`src/rtl/uart_host_pkg.sv`:
```
// Shared definitions for the UART host register block: register word
// indices, the stored control fields and the trigger decode functions.
package uart_host_pkg;

    localparam int REG_DATA  = 0;
    localparam int REG_LEVEL = 1;
    localparam int REG_STAT  = 2;
    localparam int REG_CTRL  = 3;
    localparam int REG_RATE  = 4;

    localparam int ST_TXREQ = 0;
    localparam int ST_RXTRG = 1;
    localparam int ST_RXTMO = 2;
    localparam int ST_FERR  = 3;
    localparam int ST_BRK   = 4;
    localparam int ST_OVR   = 5;
    localparam int ST_SWSET = 6;

    typedef struct packed {
        logic [1:0] tmo_mode;
        logic       err_en;
        logic       rx_en;
        logic       tx_en;
        logic [2:0] rx_trig;
        logic [1:0] tx_trig;
    } ctrl_t;

    // Receive trigger level for a control code.
    function automatic logic [7:0] rx_trig_level(input logic [2:0] code);
        case (code)
            3'd0:    return 8'd1;
            3'd1:    return 8'd4;
            3'd2:    return 8'd8;
            3'd3:    return 8'd16;
            3'd4:    return 8'd32;
            default: return 8'd48;
        endcase
    endfunction

    // Transmit trigger level for a control code.
    function automatic logic [7:0] tx_trig_level(input logic [1:0] code);
        case (code)
            2'd0:    return 8'd0;
            2'd1:    return 8'd4;
            2'd2:    return 8'd8;
            default: return 8'd16;
        endcase
    endfunction

    // Character times of inactivity for a timeout code.
    function automatic logic [4:0] tmo_limit(input logic [1:0] code);
        case (code)
            2'd1:    return 5'd4;
            2'd2:    return 5'd8;
            default: return 5'd16;
        endcase
    endfunction

endpackage

```
`src/rtl/uart_sync_fifo.sv`:
```
// Single-clock FIFO with occupancy count.
// Assumes DEPTH is a power of two. Push when full and pop when empty are ignored.
module uart_sync_fifo #(
    parameter int W     = 8,
    parameter int DEPTH = 64,
    localparam int AW    = $clog2(DEPTH),
    localparam int CNT_W = $clog2(DEPTH + 1)
) (
    input  logic             clk,
    input  logic             rst_n,
    input  logic             push,
    input  logic [W-1:0]     wdata,
    input  logic             pop,
    output logic [W-1:0]     rdata,
    output logic [CNT_W-1:0] count,
    output logic             full,
    output logic             empty
);
    logic [W-1:0]  mem [DEPTH];
    logic [AW-1:0] wr_ptr, rd_ptr;
    logic          do_push, do_pop;

    assign full    = (count == CNT_W'(DEPTH));
    assign empty   = (count == '0);
    assign do_push = push && !full;
    assign do_pop  = pop && !empty;
    assign rdata   = mem[rd_ptr];

    // Storage write, no reset needed for data.
    always_ff @(posedge clk) begin
        if (do_push) mem[wr_ptr] <= wdata;
    end

    // Pointer and occupancy tracking.
    always_ff @(posedge clk) begin
        if (!rst_n) begin
            wr_ptr <= '0;
            rd_ptr <= '0;
            count  <= '0;
        end else begin
            if (do_push) wr_ptr <= wr_ptr + 1'b1;
            if (do_pop)  rd_ptr <= rd_ptr + 1'b1;
            case ({do_push, do_pop})
                2'b10:   count <= count + 1'b1;
                2'b01:   count <= count - 1'b1;
                default: count <= count;
            endcase
        end
    end
endmodule

```
`src/rtl/uart_rx_idle_timer.sv`:
```
// Counts character-time pulses while received data waits unread.
// Assumes char_tick is a one-cycle pulse. The count saturates at the largest limit.
module uart_rx_idle_timer
    import uart_host_pkg::*;
(
    input  logic       clk,
    input  logic       rst_n,
    input  logic [1:0] mode,
    input  logic       nonempty,
    input  logic       activity,
    input  logic       char_tick,
    output logic       timeout
);
    logic [4:0] idle_cnt;

    // Idle counter: restart on any FIFO activity or when nothing is waiting.
    always_ff @(posedge clk) begin
        if (!rst_n) begin
            idle_cnt <= '0;
        end else if (!nonempty || activity) begin
            idle_cnt <= '0;
        end else if (char_tick && idle_cnt < 5'd16) begin
            idle_cnt <= idle_cnt + 1'b1;
        end
    end

    // Timeout condition for the selected length.
    always_comb begin
        timeout = (mode != 2'd0) && nonempty && (idle_cnt >= tmo_limit(mode));
    end
endmodule

```
`src/rtl/uart_irq_status.sv`:
```
// Interrupt cause collection: sticky event bits with write-one-to-clear,
// live receive conditions, and the masked interrupt output.
// Assumes a set and a clear of one bit in the same cycle leave it set.
module uart_irq_status
    import uart_host_pkg::*;
(
    input  logic       clk,
    input  logic       rst_n,
    input  logic [7:0] tx_level,
    input  logic [7:0] rx_level,
    input  ctrl_t      ctrl,
    input  logic       rx_timeout,
    input  logic       ferr_evt,
    input  logic       brk_evt,
    input  logic       ovr_evt,
    input  logic       stat_wr,
    input  logic [6:0] stat_wdata,
    output logic [5:0] stat,
    output logic       irq
);
    logic [7:0] tx_level_d;
    logic       txreq_q, ferr_q, brk_q, ovr_q;
    logic       tx_cross, rx_trg;

    // Falling crossing of the transmit trigger, from last cycle's level.
    always_comb begin
        tx_cross = (tx_level <= tx_trig_level(ctrl.tx_trig)) &&
                   (tx_level_d > tx_trig_level(ctrl.tx_trig));
        rx_trg   = (rx_level >= rx_trig_level(ctrl.rx_trig));
    end

    // Remember the transmit level for crossing detection.
    always_ff @(posedge clk) begin
        if (!rst_n) tx_level_d <= '0;
        else        tx_level_d <= tx_level;
    end

    // Sticky cause bits: set on event, clear on write of one.
    always_ff @(posedge clk) begin
        if (!rst_n) begin
            txreq_q <= 1'b0;
            ferr_q  <= 1'b0;
            brk_q   <= 1'b0;
            ovr_q   <= 1'b0;
        end else begin
            if (tx_cross || (stat_wr && stat_wdata[ST_SWSET]))
                txreq_q <= 1'b1;
            else if (stat_wr && stat_wdata[ST_TXREQ])
                txreq_q <= 1'b0;
            if (ferr_evt)                           ferr_q <= 1'b1;
            else if (stat_wr && stat_wdata[ST_FERR]) ferr_q <= 1'b0;
            if (brk_evt)                            brk_q <= 1'b1;
            else if (stat_wr && stat_wdata[ST_BRK]) brk_q <= 1'b0;
            if (ovr_evt)                            ovr_q <= 1'b1;
            else if (stat_wr && stat_wdata[ST_OVR]) ovr_q <= 1'b0;
        end
    end

    // Status word and masked interrupt.
    always_comb begin
        stat = {ovr_q, brk_q, ferr_q, rx_timeout, rx_trg, txreq_q};
        irq  = (ctrl.tx_en  && txreq_q) ||
               (ctrl.rx_en  && (rx_trg || rx_timeout)) ||
               (ctrl.err_en && (ferr_q || brk_q || ovr_q));
    end
endmodule

```
`src/rtl/uart_host_regs.sv`:
```
// Host register block of a fast UART: transmit and receive FIFOs, level
// report, interrupt status, control and rate registers.
// Assumes a word-aligned byte address. Reads are combinational, and a data
// read pops the receive FIFO at the clock edge that ends the access.
module uart_host_regs
    import uart_host_pkg::*;
#(
    parameter int DEPTH  = 64,
    parameter int ADDR_W = 5,
    localparam int LVL_W = $clog2(DEPTH + 1),
    localparam int RXW   = 10
) (
    input  logic              clk,
    input  logic              rst_n,
    input  logic              bus_sel,
    input  logic              bus_wr,
    input  logic [ADDR_W-1:0] bus_addr,
    input  logic [31:0]       bus_wdata,
    output logic [31:0]       bus_rdata,
    output logic              txb_valid,
    output logic [7:0]        txb_data,
    input  logic              txb_ready,
    input  logic              rxb_valid,
    input  logic [7:0]        rxb_data,
    input  logic              rxb_frame_err,
    input  logic              rxb_break,
    input  logic              char_tick,
    output logic [7:0]        baud_div,
    output logic              irq
);
    logic [ADDR_W-3:0] word_idx;
    logic              wr_data, rd_data, wr_stat, wr_ctrl, wr_rate;
    ctrl_t             ctrl_q;
    logic [7:0]        rate_q;

    logic [LVL_W-1:0]  tx_cnt, rx_cnt;
    logic              tx_full, tx_empty, rx_full, rx_empty;
    logic [RXW-1:0]    rx_head;
    logic              tx_pop, rx_push;
    logic [7:0]        tx_lvl8, rx_lvl8;
    logic              rx_tmo;
    logic [5:0]        stat;
    logic              unused_bits;

    assign unused_bits = ^{bus_wdata[31:18], bus_wdata[15:10], bus_addr[1:0]};

    // Access decode.
    always_comb begin
        word_idx = bus_addr[ADDR_W-1:2];
        wr_data  = bus_sel &&  bus_wr && (word_idx == (ADDR_W-2)'(REG_DATA));
        rd_data  = bus_sel && !bus_wr && (word_idx == (ADDR_W-2)'(REG_DATA));
        wr_stat  = bus_sel &&  bus_wr && (word_idx == (ADDR_W-2)'(REG_STAT));
        wr_ctrl  = bus_sel &&  bus_wr && (word_idx == (ADDR_W-2)'(REG_CTRL));
        wr_rate  = bus_sel &&  bus_wr && (word_idx == (ADDR_W-2)'(REG_RATE));
    end

    // Control and rate registers.
    always_ff @(posedge clk) begin
        if (!rst_n) begin
            ctrl_q <= '0;
            rate_q <= '0;
        end else begin
            if (wr_ctrl) ctrl_q <= {bus_wdata[17:16], bus_wdata[7:0]};
            if (wr_rate) rate_q <= bus_wdata[7:0];
        end
    end

    assign tx_pop  = txb_ready && !tx_empty;
    assign rx_push = rxb_valid && !rx_full;

    uart_sync_fifo #(.W(8), .DEPTH(DEPTH)) u_txq (
        .clk(clk), .rst_n(rst_n),
        .push(wr_data), .wdata(bus_wdata[7:0]),
        .pop(tx_pop), .rdata(txb_data),
        .count(tx_cnt), .full(tx_full), .empty(tx_empty)
    );

    uart_sync_fifo #(.W(RXW), .DEPTH(DEPTH)) u_rxq (
        .clk(clk), .rst_n(rst_n),
        .push(rxb_valid), .wdata({rxb_break, rxb_frame_err, rxb_data}),
        .pop(rd_data), .rdata(rx_head),
        .count(rx_cnt), .full(rx_full), .empty(rx_empty)
    );

    assign txb_valid = !tx_empty;
    assign tx_lvl8   = 8'(tx_cnt);
    assign rx_lvl8   = 8'(rx_cnt);
    assign baud_div  = rate_q;

    uart_rx_idle_timer u_tmo (
        .clk(clk), .rst_n(rst_n),
        .mode(ctrl_q.tmo_mode),
        .nonempty(!rx_empty),
        .activity(rx_push || (rd_data && !rx_empty)),
        .char_tick(char_tick),
        .timeout(rx_tmo)
    );

    uart_irq_status u_irq (
        .clk(clk), .rst_n(rst_n),
        .tx_level(tx_lvl8), .rx_level(rx_lvl8),
        .ctrl(ctrl_q), .rx_timeout(rx_tmo),
        .ferr_evt(rx_push && rxb_frame_err),
        .brk_evt(rx_push && rxb_break),
        .ovr_evt(rxb_valid && rx_full),
        .stat_wr(wr_stat), .stat_wdata(bus_wdata[6:0]),
        .stat(stat), .irq(irq)
    );

    // Read data multiplexer.
    always_comb begin
        bus_rdata = '0;
        case (word_idx)
            (ADDR_W-2)'(REG_DATA):
                bus_rdata = rx_empty ? 32'h100
                                     : {21'd0, rx_head[9], rx_head[8], 1'b0, rx_head[7:0]};
            (ADDR_W-2)'(REG_LEVEL): bus_rdata = {16'd0, tx_lvl8, rx_lvl8};
            (ADDR_W-2)'(REG_STAT):  bus_rdata = {26'd0, stat};
            (ADDR_W-2)'(REG_CTRL):  bus_rdata = {14'd0, ctrl_q.tmo_mode, 8'd0,
                                                 ctrl_q.err_en, ctrl_q.rx_en, ctrl_q.tx_en,
                                                 ctrl_q.rx_trig, ctrl_q.tx_trig};
            (ADDR_W-2)'(REG_RATE):  bus_rdata = {24'd0, rate_q};
            default:                bus_rdata = '0;
        endcase
    end
endmodule

```
`config.mk`:
```
export PLATFORM = sky130hd
export DESIGN_NAME = uart_host_regs
export DESIGN_NICKNAME = d
export VERILOG_FILES = /design/src/rtl/uart_host_pkg.sv /design/src/rtl/uart_sync_fifo.sv /design/src/rtl/uart_rx_idle_timer.sv /design/src/rtl/uart_irq_status.sv /design/src/rtl/uart_host_regs.sv
export SDC_FILE = /design/constraint.sdc
export NUM_CORES = 1
export LEC_CHECK = 0
export BUFFER_PORTS_ARGS = -buffer_cell sky130_fd_sc_hd__buf_2
export CAP_MARGIN = 20
export CORE_MARGIN = 2
export CORE_UTILIZATION = 50
export DETAILED_ROUTE_END_ITERATION = 8
export PLACE_DENSITY = 0.66
export SLEW_MARGIN = 20
export SYNTH_ARGS = -nofsm -noshare
export SYNTH_HDL_FRONTEND = slang
export SYNTH_SLANG_ARGS = --single-unit
```
`constraint.sdc`:
```
create_clock -name clk -period 3.9 [get_ports clk]
set_input_delay 0.39 -clock clk [delete_from_list [all_inputs] [get_ports clk]]
set_output_delay 0.39 -clock clk [all_outputs]
set_load 0.03 [all_outputs]
```
==> run metrics, run 1 <==
placed cell area 51,800 µm²; area of the multi-input gates 11,900 µm²; Post-synth EDFFs 1,152; drt total wl 114,000 µm; WP data required 3.51 ns; clk_skew 0.0588 ns; post-layout minimum cycle time 3.77 ns; fin nets 2,846; I/O pin cnt 104; Ys Warns 0; Top FF cell, synth edfxtp_1; synth unique cells 64; Critical Path, Cell by Cell buf_12 -> buf_12 -> mux4_2 -> mux4_2 -> mux2i_1 -> o211ai_1 -> buf_2; pre-CTS WS 0.167 ns; first-pass GRT wire length 166,000 µm; Hold Crit Class input pin to flip-flop; DP HPWL 71,400 µm; CP Max Fanout 18; Die ar. 100,000 µm²; RSZ-0062 raised after global routing no; DR iter-0 viols 2,719; Buf/Inv on CP 3; asr flop ratio synth 0%; drt pass-1 iters 6; period utilisation layout 96.7%; area delta synth->final 14.7%; Initial Utilization 50.6%; Core Area 96,900 µm²; cells after synthesis 2,481; CP peak stage delay 0.54 ns; CTS Buf Count 120; FF/Latch Area 36,300 µm²; share of post-route cells with drive strength above 1 28.2%; largest delay contributor family on the critical path multiplexers; worst hold slack 0.0696 ns; Final Power 27.9 mW; DR vias 24,921; Static Leakage 17.7 nW; worst-margin pin slew 1.04 ns; CTS Buffer Depth 3; crit path DAT 3.38 ns; clock root buffer clkbuf_16; startpoint types flip-flop; GPL Wtd Cong 0.907; via/cell ratio 6.03; Hold Path End u_irq.ovr_q$_SDFFE_PN0P_; max-slew violation count 0; Cell Area, Synth 49,000 µm²; # rows 114; total grt overflow 0; Worst Hold Depth 3; H-tree depth 3; sequential fraction of the synthesis area 74.1%; Antenna Violating Nets Remaining 0; Skew-Pair Late Insertion Delay 0.72 ns; CP Class flip-flop to output pin; setup TNS 0 ns; worst r2r dst u_txq.count[6]$_SDFFE_PN0P_; Cell Count Post-Placement 3,880; final instance area 56,100 µm²; Final Hold Fails 0; number of non-filler instances in the completed layout 4,133; CTS tree done; final core occ 58.0%; vias in the first global route 25,206; slowest CP cell mux4_2; Die Ht 317 µm; VDD IR-drop max 0.411 mV; slew margin rel. 30.3%; Final Setup Violations 0; gr usage total 22.8%; Reg clk slew, reported paths 0.06 ns; R2R cell count 13; PwrDens 496 nW/µm²; synthesized flop and latch total 1,236; R2R Path Start u_txq.count[0]$_SDFFE_PN0P_; initial antenna violation count 1; status finished clean; CP Capture Type output pin; DRC Markers 0; fillers 6,988; Max-Cap Viols 0; largest net degree at the start of global routing 65; clock sink count 1,236; Syn Area/Cell 19.7 µm²; IO Port Bufs 64; final setup margin 0.128 ns; min-delay src rxb_valid; Wirelength per Cell 27.6 µm; die width 317 µm; r2r setup slk 0.25 ns; fmax 265 MHz
kinds of logic (layout without fill, tap and decap cells):
logic type	count (synthesis)	count (layout)	synth area share, %
AOI/OAI and AO/OA	168	168	2.28
xor gates and xnor gates	27	27	0.498
adders and majority gates	38	38	1.00
buffers and inverters	177	538	1.69
DFF	1236	1236	74.1
muxes	386	386	16.2
other	1	16	0.00766
and+or+nand+nor	448	448	4.25
report_power, final:
group	internal, mW	switching, mW
Clock	6.80	4.86
Sequential	14.5	0.0422
Combinational	0.716	0.920
Total	22.0	5.83
worst max path at each step:
stage               cells after the start                         from  slack, ns                     endpoint
finish                                  7                    flip-flop       0.13                 bus_rdata[7]
global route                           11       ctrl_q[8]$_SDFFE_PN0P_       0.04                 bus_rdata[2]
CTS                                     8                    flip-flop      0.003                 bus_rdata[4]
detailed placement                     14                  bus_addr[3]       0.17  u_rxq.count[6]$_SDFFE_PN0P_
global placement                       13  u_txq.count[0]$_SDFFE_PN0P_       0.32  u_txq.count[6]$_SDFFE_PN0P_
floorplan                              12  u_txq.count[0]$_SDFFE_PN0P_       0.16  u_txq.count[6]$_SDFFE_PN0P_
registers in the layout, summed over array words and instances, names as in the netlist, named ones only:
register	count
u_rxq.wr_ptr	6
u_irq.brk_q	1
u_txq.mem	512
u_tmo.idle_cnt	5
u_txq.rd_ptr	6
ctrl_q	10
u_txq.count	7
u_irq.txreq_q	1
u_txq.wr_ptr	6
u_rxq.mem	640
u_irq.ferr_q	1
u_rxq.count	7
u_rxq.rd_ptr	6
u_irq.tx_level_d	7
baud_div	8
u_irq.ovr_q	1
cell usage in the layout, fill, tap and decap left out, types with 17 or more instances in the layout:
master and count:
nor2_1 211, buf_4 202, clkbuf_1 28, ha_1 36, mux2i_1 60, a22oi_1 35
clkinv_1 25, clkinv_2 20, edfxtp_1 1152, buf_2 56, inv_1 28, clkbuf_16 123
nand2_1 76, mux4_2 324, nor2b_1 30, nor3_1 17, o21ai_0 19, nand3_1 25
dfxtp_1 77, a21oi_1 41
cell type report:
class                   count  area share, %
diodes                      1        0.00446
repair buffers            281           3.93
well taps                1276           2.84
clock inverters            74           1.47
clock buffers             150           5.63
inverters                  33          0.225
flip-flops and latches   1236           64.7
multi-input cells        1082           21.2
per-layer routing:
metal	global-route usage [%]	vias up	share of wire (%)
met1	32.4	13096	42
met2	35.8	999	48
li1	-	10623	-
met4	6.85	0	2.6
met3	4.97	203	8.0
met5	0	-	0
cell usage after synthesis, drive strengths merged (9+ instances only):
cell | n | area share (%)
a21oi | 42 | 0.44
ha | 36 | 0.92
o21ai | 20 | 0.21
mux2i | 62 | 1.3
a211oi | 14 | 0.21
buf | 89 | 1.0
xor2 | 17 | 0.32
nor3 | 17 | 0.17
nand4 | 16 | 0.20
nand2 | 80 | 0.63
nor2 | 212 | 1.6
nand3b | 10 | 0.15
edfxtp | 1152 | 71
a22oi | 35 | 0.54
and2 | 12 | 0.15
mux4 | 324 | 15
xnor2 | 10 | 0.18
nor2b | 30 | 0.38
clkbuf | 55 | 0.42
dfxtp | 84 | 3.4
and3 | 9 | 0.11
inv | 30 | 0.23
o22ai | 14 | 0.18
nand3 | 26 | 0.28
worst register-to-register path, cell delays in order (launching register included):
cell and delay [ns]:
dfxtp_1 0.32, or4_1 0.53, or4_1 0.43, and2_1 0.29, ha_1 0.27, buf_4 0.17, inv_1 0.06, fa_1 0.17
nor2b_1 0.06, o21ai_0 0.21, a21oi_1 0.16, or4_1 0.52, a31o_2 0.26, a21oi_1 0.14
repair_timing:
action | CTS | global route
buffers inserted | 6 | 15
hold endpoints to repair | 8 | 0
gates cloned | 0 | 1
hold buffers | 6 | 0
endpoints found under the setup margin | 11 | 13
resized for setup | 4 | 1
No activity file was read; power rests on OpenSTA's default activity.
==> inputs of run 2 (changes only) <==
==> constraint.sdc (replaced) <==
create_clock -name clk -period 3.9 [get_ports clk]
set_input_delay 1.17 -clock clk [delete_from_list [all_inputs] [get_ports clk]]
set_output_delay 1.17 -clock clk [all_outputs]
set_load 0.03 [all_outputs]
==> run metrics, run 2 (synthesized netlist as in run 1, its figures left out) <==
startpoint types flip-flop; status complete, but fails checks; Cell Count Post-Placement 3,997 (+3.0%); # rows 114 (unchanged); clk_skew 0.0306 ns (-0.0282 ns); total grt overflow 0 (unchanged); clock root buffer clkbuf_16; top flop regs u_rxq.mem: 640 flops, u_txq.mem: 512 flops, ctrl_q: 10 flops; RSZ-0062 raised after global routing yes; largest net degree at the start of global routing 66 (+1.5%); initial antenna violation count 2 (+1); Top reg by flops u_rxq.mem; Die ar. 100,000 µm² (unchanged); via/cell ratio 6.07 (+0.62%); Final Setup Violations 18 (+18); most common cell after layout, fill and taps aside edfxtp_1; final instance area 58,500 µm² (+4.2%); worst-margin pin slew 0.998 ns (-0.0443 ns); placed cell area 52,800 µm² (+1.9%); final setup margin -0.455 ns (-0.583 ns); Hold Crit Class flip-flop to flip-flop; CTS Buf Count 130 (+8.3%); Initial Utilization 50.6% (unchanged); Die Ht 317 µm (unchanged); CP Capture Type output pin; Reg clk slew, reported paths 0.06 ns (about the same); max-slew violation count 0 (unchanged); H-tree depth 4 (+1); Static Leakage 18.8 nW (+6.5%); CP Class flip-flop to output pin; first-pass GRT wire length 172,000 µm (+3.5%); post-layout minimum cycle time 4.36 ns (+0.583 ns); share of post-route cells with drive strength above 1 34.7% (+6.6 points); Max-Cap Viols 0 (unchanged); fin nets 3,016 (+6.0%); I/O pin cnt 104 (unchanged); final core occ 60.4% (+2.5 points); IO Port Bufs 64 (unchanged); fillers 6,766 (-3.2%); DP HPWL 74,600 µm (+4.6%); VDD IR-drop max 0.437 mV (+6.2%); DRC Markers 0 (unchanged); CTS Buffer Depth 3 (unchanged); slew margin rel. 33.5% (+3.2 points); DR iter-0 viols 3,060 (+13%); GPL Wtd Cong 0.943 (+3.9%); pre-CTS WS -0.336 ns (-0.502 ns); period utilisation layout 112% (+15 points); PwrDens 484 nW/µm² (-2.5%); drt pass-1 iters 5 (-1); area delta synth->final 19.5%; CP Max Fanout 10 (-8); vias in the first global route 26,002 (+3.2%); CTS tree done; Wirelength per Cell 27.7 µm (+0.28%); Skew-Pair Late Insertion Delay 0.73 ns (about the same); Final Hold Fails 0 (unchanged); worst hold slack 0.473 ns (+0.403 ns); die width 317 µm (unchanged); Core Area 96,900 µm² (unchanged); max reg flops 640 (unchanged); crit path DAT 3.19 ns (-0.19 ns); r2r setup slk 0.25 ns (about the same); violated checks negative setup slack; Antenna Violating Nets Remaining 0 (unchanged); DR vias 26,083 (+4.7%); fmax 230 MHz (-13%); clock sink count 1,236 (unchanged); gr usage total 23.7% (+0.91 points); number of non-filler instances in the completed layout 4,299 (+4.0%); WP data required 2.73 ns (-0.78 ns); most frequent cells in the layout 1,152 x edfxtp_1, 324 x mux4_2, 315 x buf_4; drt total wl 119,000 µm (+4.3%)
[run 2: cell count changes in the layout (fill, tap and decap cells not counted), moves of 9 or more]
cell,before,now
buf_6,1,30
a22oi_1,35,18
buf_2,56,40
buf_12,13,34
buf_4,202,315
clkbuf_1,28,38
mux2i_1,60,51
a22oi_2,0,17
bufinv_16,16,7
clkbuf_16,123,136
[run 2: layout make-up]
type	count	area (µm²)	share of cell area, %
tap	1276	1600	2.73
antenna	1	2.50	0.00428
inverter	33	126	0.216
multi-input combinational	1082	12300	21.1
timing repair buffer	441	4090	7.00
clock buffer	170	3430	5.87
clock inverter	60	633	1.08
sequential	1236	36300	62.0
[run 2: critical path, cell delays in order (launching register included)]
cell and delay [ns]:
dfxtp_4 0.36, buf_12 0.13, buf_4 0.13, buf_16 0.14, mux4_2 0.54, mux4_2 0.55, mux2i_2 0.23, a211oi_2 0.12
buf_4 0.22
[run 2: final timing paths]
check | from | endpoint | cells past startpoint
min | ctrl_q[9]$_SDFFE_PN0P_ | ctrl_q[9]$_SDFFE_PN0P_ | 2
min reg2reg | ctrl_q[9]$_SDFFE_PN0P_ | ctrl_q[9]$_SDFFE_PN0P_ | 2
max | flip-flop | txb_data[3] | 8
max reg2reg | u_txq.count[2]$_SDFFE_PN0P_ | u_txq.count[6]$_SDFFE_PN0P_ | 13
[run 2: repair_timing]
action,CTS,global route
endpoints found under the setup margin,20,20
setup buffers,37,30
gates cloned,8,5
hold buffers,0,0
gates resized for setup,116,86
pin swaps,17,32
[run 2: report_power, final]
group / switching [mW] / internal, mW / leakage [nW]
Sequential: 0.0342 / 14.5 / 11.0
Clock: 5.05 / 6.75 / 1.98
Combinational: 1.03 / 0.943 / 5.77
Total: 6.12 / 22.2 / 18.8
[run 2: per-stage QoR]
step           total power, mW  TNS (ns)
6_report                  28.3     -7.25
4_1_cts                   28.5     -8.24
3_3_place_gp              16.5     -2.31
2_1_floorplan             15.8         0
3_5_place_dp              16.5     -2.81
5_1_grt                   29.2     -8.41
[run 2: layer usage]
layer,share of wire (%),wire [µm],up-vias,track usage (%)
met5,0.014,17,-,0
met4,2.2,2610,2,6.71
met3,7.9,9380,184,4.98
met2,48,57500,1101,37.3
met1,42,49500,13815,33.9
li1,-,-,10981,-
==> inputs of run 3 (changes only) <==
--- a/config.mk
+++ b/config.mk
@@ -9,8 +9,10 @@
 export CAP_MARGIN = 20
 export CORE_MARGIN = 2
 export CORE_UTILIZATION = 50
+export CTS_CLUSTER_SIZE = 30
 export DETAILED_ROUTE_END_ITERATION = 8
 export PLACE_DENSITY = 0.66
+export SETUP_SLACK_MARGIN = 0.4
 export SLEW_MARGIN = 20
 export SYNTH_ARGS = -nofsm -noshare
 export SYNTH_HDL_FRONTEND = slang
==> run metrics, run 3 (synthesized netlist as in run 1, its figures left out) <==
largest net degree at the start of global routing 65 (-1.5%); Antenna Violating Nets Remaining 0 (unchanged); via/cell ratio 6.01 (-0.94%); routed length on met1 48,200 µm (-2.7%); first-pass GRT wire length 173,000 µm (+0.74%); Die Ht 317 µm (unchanged); Hold Crit Class flip-flop to flip-flop; die width 317 µm (unchanged); slowest CP cell mux4_2; violated checks negative setup slack; drt pass-1 iters 6 (+1); fillers 6,714 (-0.77%); Critical Path, Cell by Cell buf_12 -> buf_16 -> mux4_2 -> mux4_2 -> mux2i_1 -> buf_4 -> o211ai_1 -> buf_4 -> buf_6; Final Power 28.2 mW (-0.44%); top sig layer met4; clk_skew 0.0261 ns (-0.00453 ns); placed cell area 52,700 µm² (-0.18%); WP data required 2.73 ns (about the same); CTS Buffer Depth 3 (unchanged); slew margin rel. 34.4% (+0.93 points); FF/Latch Area 36,300 µm² (about the same); total grt overflow 0 (unchanged); fin nets 2,985 (-1.0%); CTS tree done; WL met2 59,400 µm (+3.3%); I/O pin cnt 104 (unchanged); CP peak stage delay 0.53 ns (-0.02 ns); Sequential Power Share 51.6% (+0.2 points); Wirelength per Cell 27.9 µm (+0.73%); fmax 228 MHz (-0.54%); Static Leakage 18.8 nW (about the same); worst-margin pin slew 0.984 ns (-0.0140 ns); area delta synth->final 20.0%; IO Port Bufs 64 (unchanged); GPL Wtd Cong 0.932 (-1.1%); drt total wl 119,000 µm (+0.17%); max-slew violation count 0 (unchanged); Logic pwr share 7.6% (+0.6 points); DR iter-0 viols 2,922 (-4.5%); pre-CTS WS -0.268 ns (+0.0675 ns); final setup margin -0.479 ns (-0.0235 ns); status complete, but fails checks; total net switching power 6.10 mW (-0.32%); CP Max Fanout 8 (-2); Core Area 96,900 µm² (unchanged); gr usage total 23.8% (+0.088 points); startpoint types flip-flop; Die ar. 100,000 µm² (unchanged); VDD IR-drop max 0.402 mV (-8.0%); H-tree depth 3 (-1); Skew-Pair Late Insertion Delay 0.72 ns (about the same); share of post-route cells with drive strength above 1 35.2% (+0.50 points); P_int 22.1 mW (-0.48%); part of the power in the clock network 40.7% (-0.9 points); Final Hold Fails 0 (unchanged); area of the multi-input gates 12,500 µm² (+1.6%); top flop regs u_rxq.mem: 640 flops, u_txq.mem: 512 flops, ctrl_q: 10 flops; most common cell after layout, fill and taps aside edfxtp_1; post-layout minimum cycle time 4.38 ns (+0.0235 ns); CP Class flip-flop to output pin; final core occ 60.7% (+0.25 points); final instance area 58,800 µm² (+0.42%); most frequent cells in the layout 1,152 x edfxtp_1, 324 x mux4_2, 286 x buf_4; Initial Utilization 50.6% (unchanged); RSZ-0062 raised after global routing yes; period utilisation layout 112% (+0.60 points); met3 routed WL 8540 µm (-9.0%); clock sink count 1,236 (unchanged); max reg flops 640 (unchanged); switching share of power 21.6% (+0.027 points); Buf/Inv on CP 5 (+1); initial antenna violation count 1 (-1); DRC Markers 0 (unchanged); Top reg by flops u_rxq.mem; crit path DAT 3.21 ns (+0.02 ns); DR vias 25,694 (-1.5%); Max-Cap Viols 0 (unchanged); Reg clk slew, reported paths 0.06 ns (about the same); vias in the first global route 26,061 (+0.23%); DP HPWL 73,000 µm (-2.3%); clock root buffer clkbuf_16; # rows 114 (unchanged); antenna diode count 0 (-1); largest delay contributor family on the critical path multiplexers; Final Setup Violations 19 (+1); setup TNS -7.01 ns (+0.232 ns); CP Capture Type output pin; PwrDens 480 nW/µm² (-0.86%); CTS Buf Count 120 (-7.7%)
==> run 3: cell types whose count changed in the layout (fill, tap and decap cells not counted), moves of 5 or more <==
cell        before  now
clkbuf_1        38   21
a22oi_1         18   25
ha_1            34   29
clkbuf_8         1    6
clkinv_1        20   34
clkbuf_16      136  128
buf_4          315  286
buf_16           9   24
a22oi_2         17   10
clkinvlp_4       1    6
ha_4             2    7
==> run 3: stage by stage <==
step                      instances  hold slack, ns
final                          4275           0.481
after global routing           4275           0.509
after CTS                      4252           0.478
after detailed placement       3965           0.463
after global placement         3965           0.463
after floorplan                2495           0.446
==> run 3: cell type report <==
cell class / instances / area share [%]
clock buffer: 150 / 5.51
clock inverter: 78 / 1.19
inverter: 33 / 0.234
multi-input combinational: 1082 / 21.3
sequential: 1236 / 61.8
tap: 1276 / 2.72
timing repair buffer: 420 / 7.24
==> run 3: path summary, 6_finish.rpt <==
check | startpoint | endpoint | slack (ns) | cells after the start
max | flip-flop | bus_rdata[7] | -0.48 | 9
max reg2reg | u_txq.count[0]$_SDFFE_PN0P_ | u_txq.count[6]$_SDFFE_PN0P_ | 0.49 | 14
min reg2reg | ctrl_q[5]$_SDFFE_PN0P_ | ctrl_q[5]$_SDFFE_PN0P_ | 0.48 | 2
min | ctrl_q[5]$_SDFFE_PN0P_ | ctrl_q[5]$_SDFFE_PN0P_ | 0.48 | 2
==> run 3: routing by layer <==
metal	global-route usage [%]	vias to the layer above
met5	0	-
met4	6.88	0
met3	3.87	186
met2	39.3	1022
met1	33.1	13535
li1	-	10951
==> run 3: power groups by stage <==
stage | logic, mW | registers [mW] | clock network, mW
floorplan | 1.00 | 14.8 | 0
global placement | 1.58 | 14.9 | 0
detailed placement | 1.62 | 14.9 | 0
CTS | 2.08 | 14.6 | 11.7
global route | 2.27 | 14.6 | 12.1
finish | 2.15 | 14.6 | 11.5
==> run 3: repair_timing <==
action / 4_1_cts / 5_1_grt
pin swaps: 26 / 38
setup endpoints to repair: 26 / 26
gates resized for setup: 146 / 59
setup buffers: 41 / 18
hold buffers: 0 / 0
cloned: 18 / 5
==> run 3: worst min-delay path: stages (launching register included) <==
cell and delay (ns):
dfxtp_1 0.32, nand2_1 0.06, a21oi_1 0.05
